`src/rtl/nid_pkg.sv`:
```
package nid_pkg;
   typedef enum logic [1:0] {
      ACT_IDLE  = 2'd0,
      ACT_RET   = 2'd1,
      ACT_LOWER = 2'd2,
      ACT_DISP  = 2'd3
   } nid_act_e;
endpackage

```
`src/rtl/nid_pending.sv`:
```
module nid_pending #(
   parameter int N_SRC         = 8,
   parameter int CELLS_PER_SRC = 4
) (
   input  logic                           clk,
   input  logic                           rst_n,
   input  logic [N_SRC*CELLS_PER_SRC-1:0] cell_hit,
   input  logic [N_SRC-1:0]               sw_set,
   input  logic [N_SRC-1:0]               clr_vec,
   output logic [N_SRC-1:0]               pend
);
   logic [N_SRC-1:0] set_vec;

   for (genvar s = 0; s < N_SRC; s++) begin : g_src
      if (CELLS_PER_SRC == 1) begin : g_single
         assign set_vec[s] = cell_hit[s] | sw_set[s];
      end else begin : g_multi
         assign set_vec[s] = (|cell_hit[s*CELLS_PER_SRC +: CELLS_PER_SRC]) | sw_set[s];
      end

      // a set request always wins over a same-cycle clear
      a_r5_set_wins: assert property (@(posedge clk) disable iff (!rst_n)
         set_vec[s] |=> pend[s]);
   end

   always_ff @(posedge clk) begin
      if (!rst_n) pend <= '0;
      else        pend <= (pend & ~clr_vec) | set_vec;
   end

   // a bit only rises when its source was requested
   a_r1_rise_cause: assert property (@(posedge clk) disable iff (!rst_n)
      $rose(pend[0]) |-> $past(set_vec[0]));
endmodule

```
`src/rtl/nid_arbiter.sv`:
```
module nid_arbiter #(
   parameter int N_SRC  = 8,
   parameter int PRIO_W = 8,
   localparam int IDX_W = $clog2(N_SRC)
) (
   input  logic [N_SRC-1:0]        pend,
   input  logic [N_SRC*PRIO_W-1:0] prio_flat,
   output logic                    found,
   output logic [IDX_W-1:0]        best_idx,
   output logic [PRIO_W-1:0]       best_prio
);
   always_comb begin
      found     = 1'b0;
      best_idx  = '0;
      best_prio = '0;
      for (int i = 0; i < N_SRC; i++) begin
         // strict compare keeps the lowest index on a tie
         if (pend[i] && (!found || prio_flat[i*PRIO_W +: PRIO_W] > best_prio)) begin
            found     = 1'b1;
            best_idx  = IDX_W'(i);
            best_prio = prio_flat[i*PRIO_W +: PRIO_W];
         end
      end
   end
endmodule

```
`src/rtl/nid_prio_stack.sv`:
```
module nid_prio_stack #(
   parameter int DEPTH  = 4,
   parameter int PRIO_W = 8,
   localparam int PTR_W = $clog2(DEPTH),
   localparam int CNT_W = $clog2(DEPTH + 1)
) (
   input  logic              clk,
   input  logic              rst_n,
   input  logic              push,
   input  logic              pop,
   input  logic [PRIO_W-1:0] din,
   output logic [PRIO_W-1:0] top,
   output logic              full,
   output logic              empty
);
   logic [PRIO_W-1:0] mem [DEPTH];
   logic [CNT_W-1:0]  cnt;

   assign full  = (cnt == CNT_W'(DEPTH));
   assign empty = (cnt == '0);
   assign top   = empty ? '0 : mem[PTR_W'(cnt - 1'b1)];

   always_ff @(posedge clk) begin
      if (!rst_n) begin
         cnt <= '0;
         for (int i = 0; i < DEPTH; i++) mem[i] <= '0;
      end else if (push && !full) begin
         mem[PTR_W'(cnt)] <= din;
         cnt              <= cnt + 1'b1;
      end else if (pop && !empty) begin
         cnt <= cnt - 1'b1;
      end
   end

   // the caller never pushes a full stack nor pops an empty one
   a_r9_no_push_full: assert property (@(posedge clk) disable iff (!rst_n)
      full |-> !push);
   a_r9_no_pop_empty: assert property (@(posedge clk) disable iff (!rst_n)
      empty |-> !pop);
   // occupancy stays within the configured depth
   a_r6_no_overflow: assert property (@(posedge clk) disable iff (!rst_n)
      cnt <= CNT_W'(DEPTH));
endmodule

```
`src/rtl/nest_irq_dispatch.sv`:
```
module nest_irq_dispatch
   import nid_pkg::*;
#(
   parameter int N_SRC         = 8,
   parameter int PRIO_W        = 8,
   parameter int STK_DEPTH     = 4,
   parameter int CELLS_PER_SRC = 4,
   localparam int IDX_W        = $clog2(N_SRC),
   localparam int CELL_W       = N_SRC * CELLS_PER_SRC
) (
   input  logic              clk,
   input  logic              rst_n,
   input  logic [CELL_W-1:0] cell_hit,
   input  logic [N_SRC-1:0]  sw_set,
   input  logic              prio_we,
   input  logic [IDX_W-1:0]  prio_sel,
   input  logic [PRIO_W-1:0] prio_val,
   input  logic              lower_we,
   input  logic [PRIO_W-1:0] lower_val,
   input  logic              ret_req,
   output logic [PRIO_W-1:0] cpu_prio,
   output logic              dispatch,
   output logic [IDX_W-1:0]  dispatch_idx,
   output logic [N_SRC-1:0]  pending,
   output logic              stack_err
);
   if (N_SRC < 2 || N_SRC > 256) begin : g_bad_nsrc
      $error("N_SRC must be in 2..256");
   end
   if (PRIO_W < 1 || PRIO_W > 8) begin : g_bad_prio
      $error("PRIO_W must be in 1..8 (at most 256 levels)");
   end
   if (STK_DEPTH < 2) begin : g_bad_depth
      $error("STK_DEPTH must be at least 2");
   end
   if (CELLS_PER_SRC < 1) begin : g_bad_cells
      $error("CELLS_PER_SRC must be at least 1");
   end

   logic [PRIO_W-1:0]       prio_q [N_SRC];
   logic [N_SRC*PRIO_W-1:0] prio_flat;
   logic [N_SRC-1:0]        clr_vec;
   logic                    found;
   logic [IDX_W-1:0]        best_idx;
   logic [PRIO_W-1:0]       best_prio;
   logic [PRIO_W-1:0]       stk_top;
   logic                    stk_full, stk_empty;
   logic                    want_disp, do_push, do_pop, ovf, unf;
   nid_act_e                act;

   for (genvar s = 0; s < N_SRC; s++) begin : g_prio
      assign prio_flat[s*PRIO_W +: PRIO_W] = prio_q[s];
      assign clr_vec[s] = do_push && (best_idx == IDX_W'(s));

      always_ff @(posedge clk) begin
         if (!rst_n)                                    prio_q[s] <= '0;
         else if (prio_we && prio_sel == IDX_W'(s))     prio_q[s] <= prio_val;
      end
   end

   nid_pending #(.N_SRC(N_SRC), .CELLS_PER_SRC(CELLS_PER_SRC)) u_pend (
      .clk(clk), .rst_n(rst_n), .cell_hit(cell_hit), .sw_set(sw_set),
      .clr_vec(clr_vec), .pend(pending)
   );

   nid_arbiter #(.N_SRC(N_SRC), .PRIO_W(PRIO_W)) u_arb (
      .pend(pending), .prio_flat(prio_flat), .found(found),
      .best_idx(best_idx), .best_prio(best_prio)
   );

   nid_prio_stack #(.DEPTH(STK_DEPTH), .PRIO_W(PRIO_W)) u_stk (
      .clk(clk), .rst_n(rst_n), .push(do_push), .pop(do_pop), .din(cpu_prio),
      .top(stk_top), .full(stk_full), .empty(stk_empty)
   );

   always_comb begin
      want_disp = found && (best_prio > cpu_prio);
      if (ret_req)        act = ACT_RET;
      else if (lower_we)  act = ACT_LOWER;
      else if (want_disp) act = ACT_DISP;
      else                act = ACT_IDLE;
      do_push = (act == ACT_DISP) && !stk_full;
      do_pop  = (act == ACT_RET) && !stk_empty;
      ovf     = (act == ACT_DISP) && stk_full;
      unf     = (act == ACT_RET) && stk_empty;
   end

   always_ff @(posedge clk) begin
      if (!rst_n) begin
         cpu_prio     <= '0;
         dispatch     <= 1'b0;
         dispatch_idx <= '0;
         stack_err    <= 1'b0;
      end else begin
         dispatch <= do_push;
         if (ovf || unf) stack_err <= 1'b1;
         unique case (act)
            ACT_RET:   if (do_pop) cpu_prio <= stk_top;
            ACT_LOWER: if (lower_val < cpu_prio) cpu_prio <= lower_val;
            ACT_DISP:  if (do_push) begin
                          cpu_prio     <= best_prio;
                          dispatch_idx <= best_idx;
                       end
            default:   ;
         endcase
      end
   end

   // a dispatch always raises the running priority
   a_r3_strict_raise: assert property (@(posedge clk) disable iff (!rst_n)
      dispatch |-> cpu_prio > $past(cpu_prio));
   // the chosen source was pending when picked
   a_r3_from_pending: assert property (@(posedge clk) disable iff (!rst_n)
      do_push |-> pending[best_idx]);
   // a return restores the saved priority
   a_r6_restore: assert property (@(posedge clk) disable iff (!rst_n)
      (ret_req && !stk_empty) |=> cpu_prio == $past(stk_top));
   // a lower request never raises the priority
   a_r7_no_raise: assert property (@(posedge clk) disable iff (!rst_n)
      (lower_we && !ret_req) |=> cpu_prio <= $past(cpu_prio));
   // no dispatch follows a cycle with return or lower
   a_r10_no_disp: assert property (@(posedge clk) disable iff (!rst_n)
      (ret_req || lower_we) |=> !dispatch);
   // the error flag is sticky
   a_r9_sticky: assert property (@(posedge clk) disable iff (!rst_n)
      stack_err |=> stack_err);
endmodule

```
`config.mk`:
```
export PLATFORM = sky130hd
export DESIGN_NAME = nest_irq_dispatch
export DESIGN_NICKNAME = d
export VERILOG_FILES = /design/src/rtl/nid_pkg.sv /design/src/rtl/nid_pending.sv /design/src/rtl/nid_arbiter.sv /design/src/rtl/nid_prio_stack.sv /design/src/rtl/nest_irq_dispatch.sv
export SDC_FILE = /design/constraint.sdc
export NUM_CORES = 1
export LEC_CHECK = 0
export ABC_AREA = 1
export BUFFER_PORTS_ARGS = -buffer_cell sky130_fd_sc_hd__buf_2
export CORE_ASPECT_RATIO = 0.8
export CORE_MARGIN = 2
export CORE_UTILIZATION = 44
export DETAILED_ROUTE_END_ITERATION = 8
export PLACE_DENSITY = 0.65
export SLEW_MARGIN = 5
export SYNTH_ARGS = -nofsm -noshare
export SYNTH_HDL_FRONTEND = slang
export SYNTH_SLANG_ARGS = --single-unit
```
`constraint.sdc`:
```
create_clock -name clk -period 10.9 [get_ports clk]
set_input_delay 1.635 -clock clk [delete_from_list [all_inputs] [get_ports clk]]
set_output_delay 1.635 -clock clk [all_outputs]
set_load 0.01 [all_outputs]
```
## Word-level counts from Yosys, hierarchy flattened

Memories as Yosys holds them, arrays and structs flattened.
Index checks and enable logic that the tools add are counted.
Widths: inputs -> output; s select.

- Memories: 2
- Bits in writable memories: 96
- Flip-flop bits (word level): 24
- Output and inout port bits: 21
- Word-level logic and storage cells: 194

- Magnitude comparators: 9
- Equality and inequality tests: 21
- Mux-type cells: 72
- Reduce and logical (&&, ||, !) cells: 63
- Bitwise gates (word level): 19
- Add/sub/neg operators: 2

Memory list:

| name | depth | bits a word | rd ports | clocked after Yosys merged registers in | wr ports | line | RTL |
|---|---|---|---|---|---|---|---|
| prio_q | 8 | 8 | 8 | 0 | 8 | nest_irq_dispatch.sv:40 | `logic [PRIO_W-1:0] prio_q [N_SRC];` |
| u_stk.mem | 4 | 8 | 1 | 0 | 4 | nid_prio_stack.sv:16 | `logic [PRIO_W-1:0] mem [DEPTH];` |

Operators by type and width:

| kind | count |
|---|---|
| $mux 8 | 21 |
| $gt 8x8->1 | 8 |
| $mux 1 | 38 |
| $reduce_or 4->1 | 8 |
| $logic_and 1x1->1 | 30 |
| $eq 3x3->1 const B | 9 |
| $pmux 8 s3 | 1 |
| $mux 3 | 6 |
| $or 1x1->1 | 16 |
| $eq 3x2->1 const B | 4 |
| $mux 2 | 6 |
| $logic_not 1->1 | 9 |
| $logic_not 3->1 | 3 |
| $and 8x8->8 | 1 |
| $logic_or 1x1->1 | 8 |
| $lt 8x8->1 | 1 |
| $not 8->8 | 1 |
| $or 8x8->8 | 1 |
| $reduce_or 8->1 | 1 |
| $eq 3x1->1 const B | 2 |
| $eq 2x2->1 const B | 2 |
| $ne 2x2->1 const B | 2 |
| $reduce_and 4->1 | 1 |
| $add 3x1->3 const B | 1 |
| 6 further kinds | 6 |

## Depth between registers and ports, before layout

Gate-level depths: netlist of the first run.
An unclocked memory read counts as a cell.

- Depth after elaboration: 43
- Gate-level depth with buffers: 106
- Depth with buffers taken out: 103

## Modules after synthesis

Synthesis of the first run repeated with hierarchy kept, for this count alone.

- Cells, all modules: 1052
- Area, all modules: 8195.4 um2

By module, submodules not included:

| module | cells an instance | area each (um2) | sequential area each (um2) | times used |
|---|---|---|---|---|
| nest_irq_dispatch | 362 | 3535.9 | 2182.1 | 1 |
| nid_arbiter | 418 | 2481.1 | 0.0 | 1 |
| nid_prio_stack | 191 | 1744.2 | 1021.0 | 1 |
| nid_pending | 81 | 434.2 | 160.2 | 1 |

## Worst setup path after synthesis of the first run

Ideal clock, no wire load.

- Path type: flip-flop to flip-flop
- Start point: reg u_pend.pend[0]
- End point: mem u_stk.mem[0][0] (enable)
- Setup time: 0.329 ns
- Setup slack: -0.783 ns
- Required time: 10.571 ns
- Stages on the path, launching flop included: 97
- Period minus slack after synthesis: 11.683 ns
- Buffers on the path: 6
- Data arrival time: 11.354 ns
- Cell sequence: dfxtp_1 > clkbuf_1 > nand2_1 > ha_1 > nand2_1 > nor2_1 > nand2_1 > nand2_1 > nand2_1 > nand2_2 > nand2_2 > nand2_1 > nand2_1 > ha_1 > inv_1 > nor2_1 > o21ai_1 > nand2_1 > [61 not listed] > o21ai_1 > nand2_1 > clkbuf_1 > or2_0 > and2_1 > ha_1 > nand2_1 > o21ai_0 > a21oi_1 > nor3_2 > nand3_2 > nor2_4 > inv_4 > nor2_8 > inv_2 > nor2_8 > nand2_4 > nand2_1

RTL lines:

| item | line | RTL |
|---|---|---|
| start: declaration | nid_pending.sv:10 | `output logic [N_SRC-1:0] pend` |
| start signal: assignment | nid_pending.sv:28 | `else pend <= (pend & ~clr_vec) \| set_vec;` |
| end: declaration | nid_prio_stack.sv:16 |  |

==> results.py, run 1 <==
metrics = {
    "clock_network": {
        "ctsRootBufferMaster": "clkbuf_16",
        "clock_latency_ps": 430,
        "clock-sinks": 120,
        "h-tree-depth": 4,
        "clkTransAtPathRegs_ps": 60,
        "max-clock-path-buffers": 2,
        "cts_hold_buf": 0,
        "cts_tree": "done",
        "cts_buffers": 17,
    },
    "finish": {
        "multi_input_area_um2": 5705,
        "register_area_um2": 3367,
        "area_delta_synth_final_pct": 61.41,
        "antennaDiodeCount": 0,
        "utilization": 0.7243,
        "nFillCells": 1080,
        "final_nets": 1370,
        "layout-drive-gt1-share": 0.5277,
        "fin_area_um2": 12510,
    },
    "power": {
        "vdd_ir_drop_max_uv": 124.8,
        "p_leak_uw": 0.005646,
        "total_power_uw": 2843,
        "p_per_area_nw_per_um2": 227.3,
    },
    "sta": {
        "clock_skew_ps": 9.349,
        "slew_violations": 0,
        "rsz0062_at_grt": "true",
        "setup_tns_ps": -156020,
        "worstMarginPinSlew_ps": 1195,
        "layout_setup_ws_ps": -1905,
        "hold_slack_ps": 458.8,
        "slew_headroom": 0.1951,
        "fin_crit_sh": 1.175,
        "hold_viol_final": 0,
        "setup_viol": 88,
        "period_minus_slack_ps": 12800,
        "clock.fmax_ghz": 0.07810,
    },
    "logic_synthesis": {
        "synth.avg_cell_area_um2": 8.298,
        "ys_seq_area_frac": 0.4340,
        "ys_warn_count": 0,
        "yosys.area.top_type_share": 0.3720,
        "yosys.area_share.simple": 0.2950,
        "yosys.cell_types.count": 46,
        "synth_top_family_by_area": "simple AND/OR/NAND/NOR gates",
        "synth_xor_area_frac": 0,
        "async_flop_share": 0,
        "synth_fp_nets": 1072,
        "synth_cells": 934,
        "synth_area_leader_cell": "edfxtp_1",
        "ys.flop_type": "edfxtp_1",
        "synth_edf_count": 96,
        "synth_compound_area_frac": 0.08976,
        "synthMuxAreaShare": 0,
        "synthAdderAreaFrac": 0.1195,
        "syn_area_um2": 7750,
        "synthTopCellsByArea": "edfxtp_1, ha_1, nand2_1",
        "ys_seq_elements": 120,
    },
    "drt": {
        "num_vias": 8393,
        "vias_per_cell": 5.710,
        "wirelength_um": 30070,
        "antenna_left": 0,
        "drcViolationCount": 0,
        "dr.pass1.iters": 5,
        "wl_per_cell_um": 20.46,
        "drt-initial-drc-count": 882,
    },
    "flow_run": {
        "maxCapViolCount": 0,
    },
    "worst_setup_path": {
        "crit_type": "register to register",
        "crit_path_max_fanout": 8,
        "arrival_ps": 12940,
        "crit_path_start_kind": "register",
        "slowest_delay_ps": 370,
        "critPathCaptureType": "register",
        "cp_slowest_cell": "dfxtp_4",
        "r2r-start": "u_pend.pend[0]",
        "required_ps": 11030,
        "regToRegEndpoint": "u_stk.mem[1][7]",
        "crit_top_cell": "nand2_2",
        "worstSetupStartpoint": "u_pend.pend[0]",
        "rrSetupSlack_ps": -1900,
        "rr_worst_depth": 93,
    },
    "status": {
        "violations": "negative setup slack",
        "outcome": "finished with violations",
    },
    "global_route": {
        "antenna_found_initial": 1,
        "grt_pass1_vias": 7497,
        "grt_pass1_wl_um": 38930,
        "grt_max_degree": 33,
        "grt_usage": 0.2680,
        "overflow": 0,
    },
    "floorplanning": {
        "rows": 43,
        "die_area_um2": 18700,
        "start_util": 0.4487,
        "die_y_um": 122.7,
        "fp.coreArea_um2": 17270,
        "die_w_um": 152.4,
        "ios": 85,
    },
    "placement": {
        "postPlaceCellArea_um2": 9593,
        "gp_congestion": 0.9240,
        "io_buffers": 84,
        "hpwl_um": 17010,
    },
    "worst_hold_path": {
        "holdCritStartpoint": "dispatch_idx[1]",
        "whs_endpoint": "dispatch_idx[1]",
        "holdPathStages": 2,
        "holdCritPathClass": "register to register",
    },
}
-- registers in the layout, indices dropped and copies added, names as in the netlist --
register,count
cpu_prio,8
dispatch,1
dispatch_idx,3
prio_q,64
stack_err,1
u_pend.pend,8
u_stk.cnt,3
u_stk.mem,32
-- power by group --
part           internal, µW  total [µW]  switching [µW]
registers               547         601            54.0
logic                   765        1660             891
clock network           347         587             239
total                  1660        2840            1180
-- critical path: cells and delay by family (launching register included) --
family          cells  cell delay [ps]
compound gates     18             2140
fa+ha+maj           8             2140
buf+inv            13             1620
flops               1              370
simple gates       54             6200
-- worst max path at each step --
| stage | end | cells after the start |
|---|---|---|
| after floorplan | u_stk.mem[0][0] | 97 |
| after detailed placement | u_stk.mem[1][4] | 95 |
| after global routing | u_stk.mem[1][3] | 91 |
| after global placement | u_stk.mem[1][7] | 93 |
| final | u_stk.mem[1][7] | 93 |
| after CTS | u_stk.mem[1][1] | 95 |
-- Yosys cell counts, types with 4 or more instances --
master    count
o22ai_1       9
nor3_1        8
nand3_1      84
dfxtp_1      24
inv_1        92
clkbuf_1      8
nor2_1      131
nor3b_1       7
or2_0         4
inv_2         8
buf_2         7
or2_2         8
a32o_1        8
nand2_2       5
nand2_1     212
o21ai_1       5
edfxtp_1     96
a21oi_1      51
and2_1       30
ha_1         74
o21ai_0      18
-- metal layers --
metal	part of all wire	vias to the layer above	global-route usage
met2	0.45	564	0.4178
met3	0.10	167	0.05685
met5	0	-	0
met4	0.052	0	0.08995
met1	0.40	3893	0.3742
li1	-	3769	-
-- cell families (layout without fill, tap and decap cells) --
| logic type | Yosys count | in the layout |
|---|---|---|
| AO/OA/AOI/OAI | 113 | 113 |
| adder cells (fa/ha/maj) | 74 | 74 |
| buffers and inverters | 120 | 426 |
| flip-flops | 120 | 120 |
| AND/OR/NAND/NOR | 507 | 512 |
-- cells in the final DEF, fill, tap and decap left out, drive strengths merged, types with 3 or more instances in the layout --
cell      Yosys  routed
buf          10     290
nand2       219     224
nor2        135     135
inv         102     110
edfxtp       96      96
nand3        87      87
ha           74      74
a21oi        54      54
and2         30      30
o21ai        25      25
dfxtp        24      24
clkbuf        8      17
or2          16      16
nor3         11      11
o22ai         9       9
a32o          8       8
nor3b         7       7
clkinv        0       4
o211ai        3       3
a31oi         3       3
clkinvlp      0       3
-- per-stage QoR --
| stage | worst slack, ps | instances |
|---|---|---|
| CTS | -590.4 | 1458 |
| detailed placement | -1178 | 1365 |
| floorplan | 7.002 | 934 |
| global route | -2379 | 1470 |
| finish | -1905 | 1470 |
| global placement | -1028 | 1365 |
-- final cells by class --
class                           count  share of cell area
Clock buffer                       17             0.03401
Clock inverter                     15             0.01470
Inverter                          102             0.03421
Multi-Input combinational cell    699              0.4561
Sequential cell                   120              0.2692
Tap cell                          225             0.02250
Timing Repair Buffer              290              0.1682
Timing Repair inverter              2            0.001100
-- repair_timing --
action,4_1_cts,5_1_grt
pin swaps,74,121
buffers inserted,53,14
setup endpoints to repair,88,88
cloned,8,0
gates resized for setup,174,208
endpoints found under the hold margin,0,0
(Power assumes the default switching activity.)
==> run 2, diff against run 1 <==
Settings changed: PLACE_DENSITY 0.65 to not set, PLACE_DENSITY_LB_ADDON set to 0.1.
==> results.py, run 2 (synthesis results as in run 1) <==
metrics = {
    "finish": {
        "antennaDiodeCount": 0,
        "final_cell_mix": "buf_4, nand2_1, nor2_1",
        "layout-drive-gt1-share": 0.5159,
        "reg_top3": "prio_q: 64 flops, u_stk.mem: 32 flops",
        "regMostFlops": "prio_q",
        "fin_area_um2": 12350,
        "final_common_cell": "buf_4",
        "nFillCells": 1202,
        "largest_reg_flops": 64,
        "area_delta_synth_final_pct": 59.38,
        "final_cell_count_no_fill": 1452,
        "utilization": 0.7152,
        "final_nets": 1352,
    },
    "worst_setup_path": {
        "crit_top_cell": "nand2_4",
        "r2r-start": "u_pend.pend[0]",
        "required_ps": 11170,
        "slowest_delay_ps": 360,
        "crit_type": "register to register",
        "arrival_ps": 12240,
        "cp_slowest_cell": "dfxtp_4",
        "regToRegEndpoint": "u_stk.mem[0][4]",
        "worst-path-stages": 98,
        "path_delay_family": "simple AND/OR/NAND/NOR gates",
        "rr_worst_depth": 98,
        "crit_path_max_fanout": 8,
        "crit_path_start_kind": "register",
        "rrSetupSlack_ps": -1060,
        "critPathCaptureType": "register",
        "worst-path-buf-inv": 14,
    },
    "power": {
        "total_power_uw": 2743,
        "vdd_ir_drop_max_uv": 140.2,
        "p_per_area_nw_per_um2": 222.1,
        "p_leak_uw": 0.005577,
    },
    "sta": {
        "slew_violations": 0,
        "layout_setup_ws_ps": -1063,
        "setup_viol": 88,
        "fin_crit_sh": 1.098,
        "worstMarginPinSlew_ps": 1117,
        "period_minus_slack_ps": 11960,
        "clock.fmax_ghz": 0.08359,
        "hold_viol_final": 0,
        "setup_tns_ps": -82900,
        "slew_headroom": 0.2478,
        "clock_skew_ps": 9.589,
        "rsz0062_at_grt": "true",
    },
    "global_route": {
        "overflow": 0,
        "grt_max_degree": 33,
        "grt_pass1_vias": 7314,
        "antenna_found_initial": 0,
        "grt_pass1_wl_um": 38980,
        "grt_usage": 0.2694,
    },
    "placement": {
        "dp.cells": 1358,
        "hpwl_um": 17840,
        "gp_congestion": 0.9091,
        "postPlaceCellArea_um2": 9553,
        "io_buffers": 84,
    },
    "status": {
        "outcome": "finished with violations",
        "violations": "negative setup slack",
    },
    "floorplanning": {
        "die_w_um": 152.4,
        "die_area_um2": 18700,
        "ios": 85,
        "start_util": 0.4487,
        "die_y_um": 122.7,
        "fp.coreArea_um2": 17270,
        "rows": 43,
    },
    "drt": {
        "wl_per_cell_um": 18.32,
        "vias_per_cell": 5.403,
        "antenna_left": 0,
        "wirelength_um": 26600,
        "dr.pass1.iters": 5,
        "num_vias": 7845,
        "drt-initial-drc-count": 628,
        "drcViolationCount": 0,
    },
    "worst_hold_path": {
        "holdCritPathClass": "register to register",
        "holdCritStartpoint": "dispatch_idx[1]",
        "whs_endpoint": "dispatch_idx[1]",
        "holdPathStages": 2,
    },
    "clock_network": {
        "clock-sinks": 120,
        "h-tree-depth": 4,
        "cts_tree": "done",
        "clock_latency_ps": 420,
        "cts_buffers": 17,
        "max-clock-path-buffers": 2,
        "cts_hold_buf": 0,
        "ctsRootBufferMaster": "clkbuf_16",
        "clkTransAtPathRegs_ps": 60,
    },
    "flow_run": {
        "maxCapViolCount": 0,
    },
}
run 2: worst max-delay path by stage:
stage / endpoint / slack (ps) / startpoint
detailed placement: u_stk.mem[1][3] / -1140 / u_pend.pend[0]
finish: u_stk.mem[0][4] / -1060 / u_pend.pend[0]
floorplan: u_stk.mem[0][0] / 7 / u_pend.pend[0]
global placement: u_stk.mem[1][5] / -890 / u_pend.pend[0]
CTS: u_stk.mem[0][0] / -500 / u_pend.pend[0]
global route: u_stk.mem[1][3] / -1640 / u_pend.pend[0]
run 2: layout make-up:
class | instances | area (µm²) | share of cell area
Clock inverter | 15 | 178.9 | 0.01449
Tap cell | 225 | 281.5 | 0.02279
Timing Repair Buffer | 272 | 1988 | 0.1610
Multi-Input combinational cell | 699 | 5667 | 0.4588
Inverter | 102 | 430.4 | 0.03485
Sequential cell | 120 | 3367 | 0.2726
Clock buffer | 17 | 425.4 | 0.03444
Timing Repair inverter | 2 | 13.76 | 0.001114
run 2: where the power goes:
part | internal, µW | switching [µW] | total [µW]
sequential | 547 | 54.5 | 601
combinational | 735 | 828 | 1560
clock | 347 | 232 | 579
total | 1630 | 1110 | 2740
run 2: repair_timing:
| item | CTS | global route |
|---|---|---|
| pin swaps | 78 | 96 |
| endpoints found under the setup margin | 88 | 88 |
| gates cloned | 7 | 1 |
| resized for setup | 193 | 177 |
| buffers inserted | 42 | 17 |
run 2: stage by stage:
step | hold WS [ps] | setup slack (ps)
2_1_floorplan | 443.4 | 7.002
3_3_place_gp | 441.9 | -893.6
3_5_place_dp | 448.0 | -1140
4_1_cts | 457.7 | -497.5
5_1_grt | 488.3 | -1637
6_report | 461.2 | -1063
run 2: worst register-to-register path: cells and delay by family, from the launching register on:
family,cells,cell delay [ps]
AO/OA/AOI/OAI,19,2140
flip-flops,1,360
AND/OR/NAND/NOR,57,5910
buffers and inverters,14,1440
adder cells (fa/ha/maj),8,1990
run 2: routing by layer:
metal  routed length (µm)  track usage  vias up
met4                  320      0.05082        0
li1                     -            -     3728
met5                    0            0        -
met1                12530       0.4002     3760
met3                 2187      0.05544       31
met2                11560       0.4102      326
==> run 3, diff against run 2 <==
Settings changed: SETUP_SLACK_MARGIN set to 0.02.
==> results.py, run 3 (synthesis results as in run 1) <==
metrics = {
    "drt": {
        "antenna_left": 0,
        "wl_met2_um": 11650,
        "wl_per_cell_um": 17.99,
        "drt-initial-drc-count": 618,
        "drcViolationCount": 0,
        "num_vias": 7716,
        "route.met3.wl_um": 1771,
        "top_layer": "met4",
        "wirelength_um": 26210,
        "dr.pass1.iters": 5,
        "vias_per_cell": 5.296,
        "drt-met1-wl_um": 12480,
    },
    "sta": {
        "hold_slack_ps": 457.5,
        "slew_violations": 0,
        "hold_viol_final": 0,
        "clock_skew_ps": 9.581,
        "setup_viol": 88,
        "slew_headroom": 0.2555,
        "layout_setup_ws_ps": -878.9,
        "period_minus_slack_ps": 11780,
        "clock.fmax_ghz": 0.08490,
        "worstMarginPinSlew_ps": 1105,
        "rsz0062_at_grt": "true",
        "fin_crit_sh": 1.081,
    },
    "placement": {
        "io_buffers": 84,
        "hpwl_um": 17920,
        "gp_congestion": 0.9107,
        "postPlaceCellArea_um2": 9615,
    },
    "finish": {
        "final_cell_mix": "buf_4, nand2_1, nor2_1",
        "final_nets": 1357,
        "antennaDiodeCount": 0,
        "regMostFlops": "prio_q",
        "reg_top3": "prio_q: 64 flops, u_stk.mem: 32 flops",
        "final_common_cell": "buf_4",
        "area_delta_synth_final_pct": 56.75,
        "layout-drive-gt1-share": 0.4781,
        "largest_reg_flops": 64,
        "fin_area_um2": 12150,
    },
    "worst_hold_path": {
        "holdCritPathClass": "register to register",
        "holdCritStartpoint": "dispatch_idx[1]",
    },
    "floorplanning": {
        "rows": 43,
        "die_w_um": 152.4,
        "die_y_um": 122.7,
        "ios": 85,
        "fp.coreArea_um2": 17270,
        "die_area_um2": 18700,
        "start_util": 0.4487,
    },
    "power": {
        "vdd_ir_drop_max_uv": 138.3,
        "p_per_area_nw_per_um2": 221.8,
        "p_leak_uw": 0.005504,
        "total_power_uw": 2694,
    },
    "status": {
        "outcome": "finished with violations",
        "violations": "negative setup slack",
    },
    "worst_setup_path": {
        "crit_type": "register to register",
        "crit_top_cell": "nand2_1",
        "worstSetupStartpoint": "u_pend.pend[0]",
        "arrival_ps": 12060,
        "slowest_delay_ps": 380,
        "crit_path_start_kind": "register",
        "cp_slowest_cell": "dfxtp_4",
        "r2r-start": "u_pend.pend[0]",
        "crit_path_max_fanout": 8,
        "critPathCaptureType": "register",
        "required_ps": 11180,
    },
    "clock_network": {
        "cts_buffers": 17,
        "cts_tree": "done",
        "clock-sinks": 120,
        "h-tree-depth": 4,
        "max-clock-path-buffers": 2,
        "clkTransAtPathRegs_ps": 60,
        "cts_hold_buf": 0,
        "ctsRootBufferMaster": "clkbuf_16",
        "clock_latency_ps": 420,
    },
    "global_route": {
        "overflow": 0,
        "antenna_found_initial": 1,
        "grt_pass1_vias": 7317,
        "grt_max_degree": 33,
        "grt_pass1_wl_um": 39050,
        "grt_usage": 0.2716,
    },
    "flow_run": {
        "maxCapViolCount": 0,
    },
}
-- run 3: worst max-delay path: cells and delay by family, from the launching register on --
family,cells,cell delay (ps)
compound gates,17,2140
buf+inv,15,1580
flops,1,380
simple gates,52,5330
fa+ha+maj,8,2170
-- run 3: where the power goes --
part | switching (µW) | internal, µW | leakage (µW)
Combinational | 795 | 720 | 0.00407
Clock | 235 | 346 | 0.000289
Sequential | 51.9 | 547 | 0.00115
-- run 3: final timing paths --
| check | endpoint | slack (ps) | cells past startpoint |
|---|---|---|---|
| max | u_stk.mem[1][1] | -880 | 92 |
| min | dispatch_idx[1] | 460 | 2 |
| max reg2reg | u_stk.mem[1][1] | -880 | 92 |
| min reg2reg | dispatch_idx[1] | 460 | 2 |
-- run 3: routing by layer --
layer,GRT usage,up-vias
li1,-,3729
met1,0.3999,3662
met2,0.4119,293
met3,0.04979,32
met4,0.07477,0
met5,0,-
-- run 3: stage by stage --
| step | util | instances | TNS [ps] | setup WS, ps |
|---|---|---|---|---|
| 2_1_floorplan | - | 934 | 0 | 20.99 |
| 4_1_cts | 0.6638 | 1440 | -25320 | -380.4 |
| 3_5_place_dp | 0.5568 | 1365 | -93280 | -1184 |
| 5_1_grt | 0.7034 | 1457 | -134190 | -1609 |
| 6_report | 0.7034 | 1457 | -69400 | -878.9 |
| 3_3_place_gp | 0.5568 | 1365 | -72020 | -943.1 |
-- run 3: layout make-up --
type,instances,area (µm²)
Multi-Input combinational cell,699,5453
Inverter,102,425.4
Timing Repair Buffer,276,1998
Fill cell,1245,5122
Clock inverter,15,180.2
Timing Repair inverter,3,17.52
Clock buffer,17,425.4
Sequential cell,120,3367
Tap cell,225,281.5
-- run 3: timing repair --
item,4_1_cts,5_1_grt
endpoints found under the setup margin,88,88
setup buffers,36,17
resized for setup,200,109
gates cloned,9,0
pin swaps,56,61
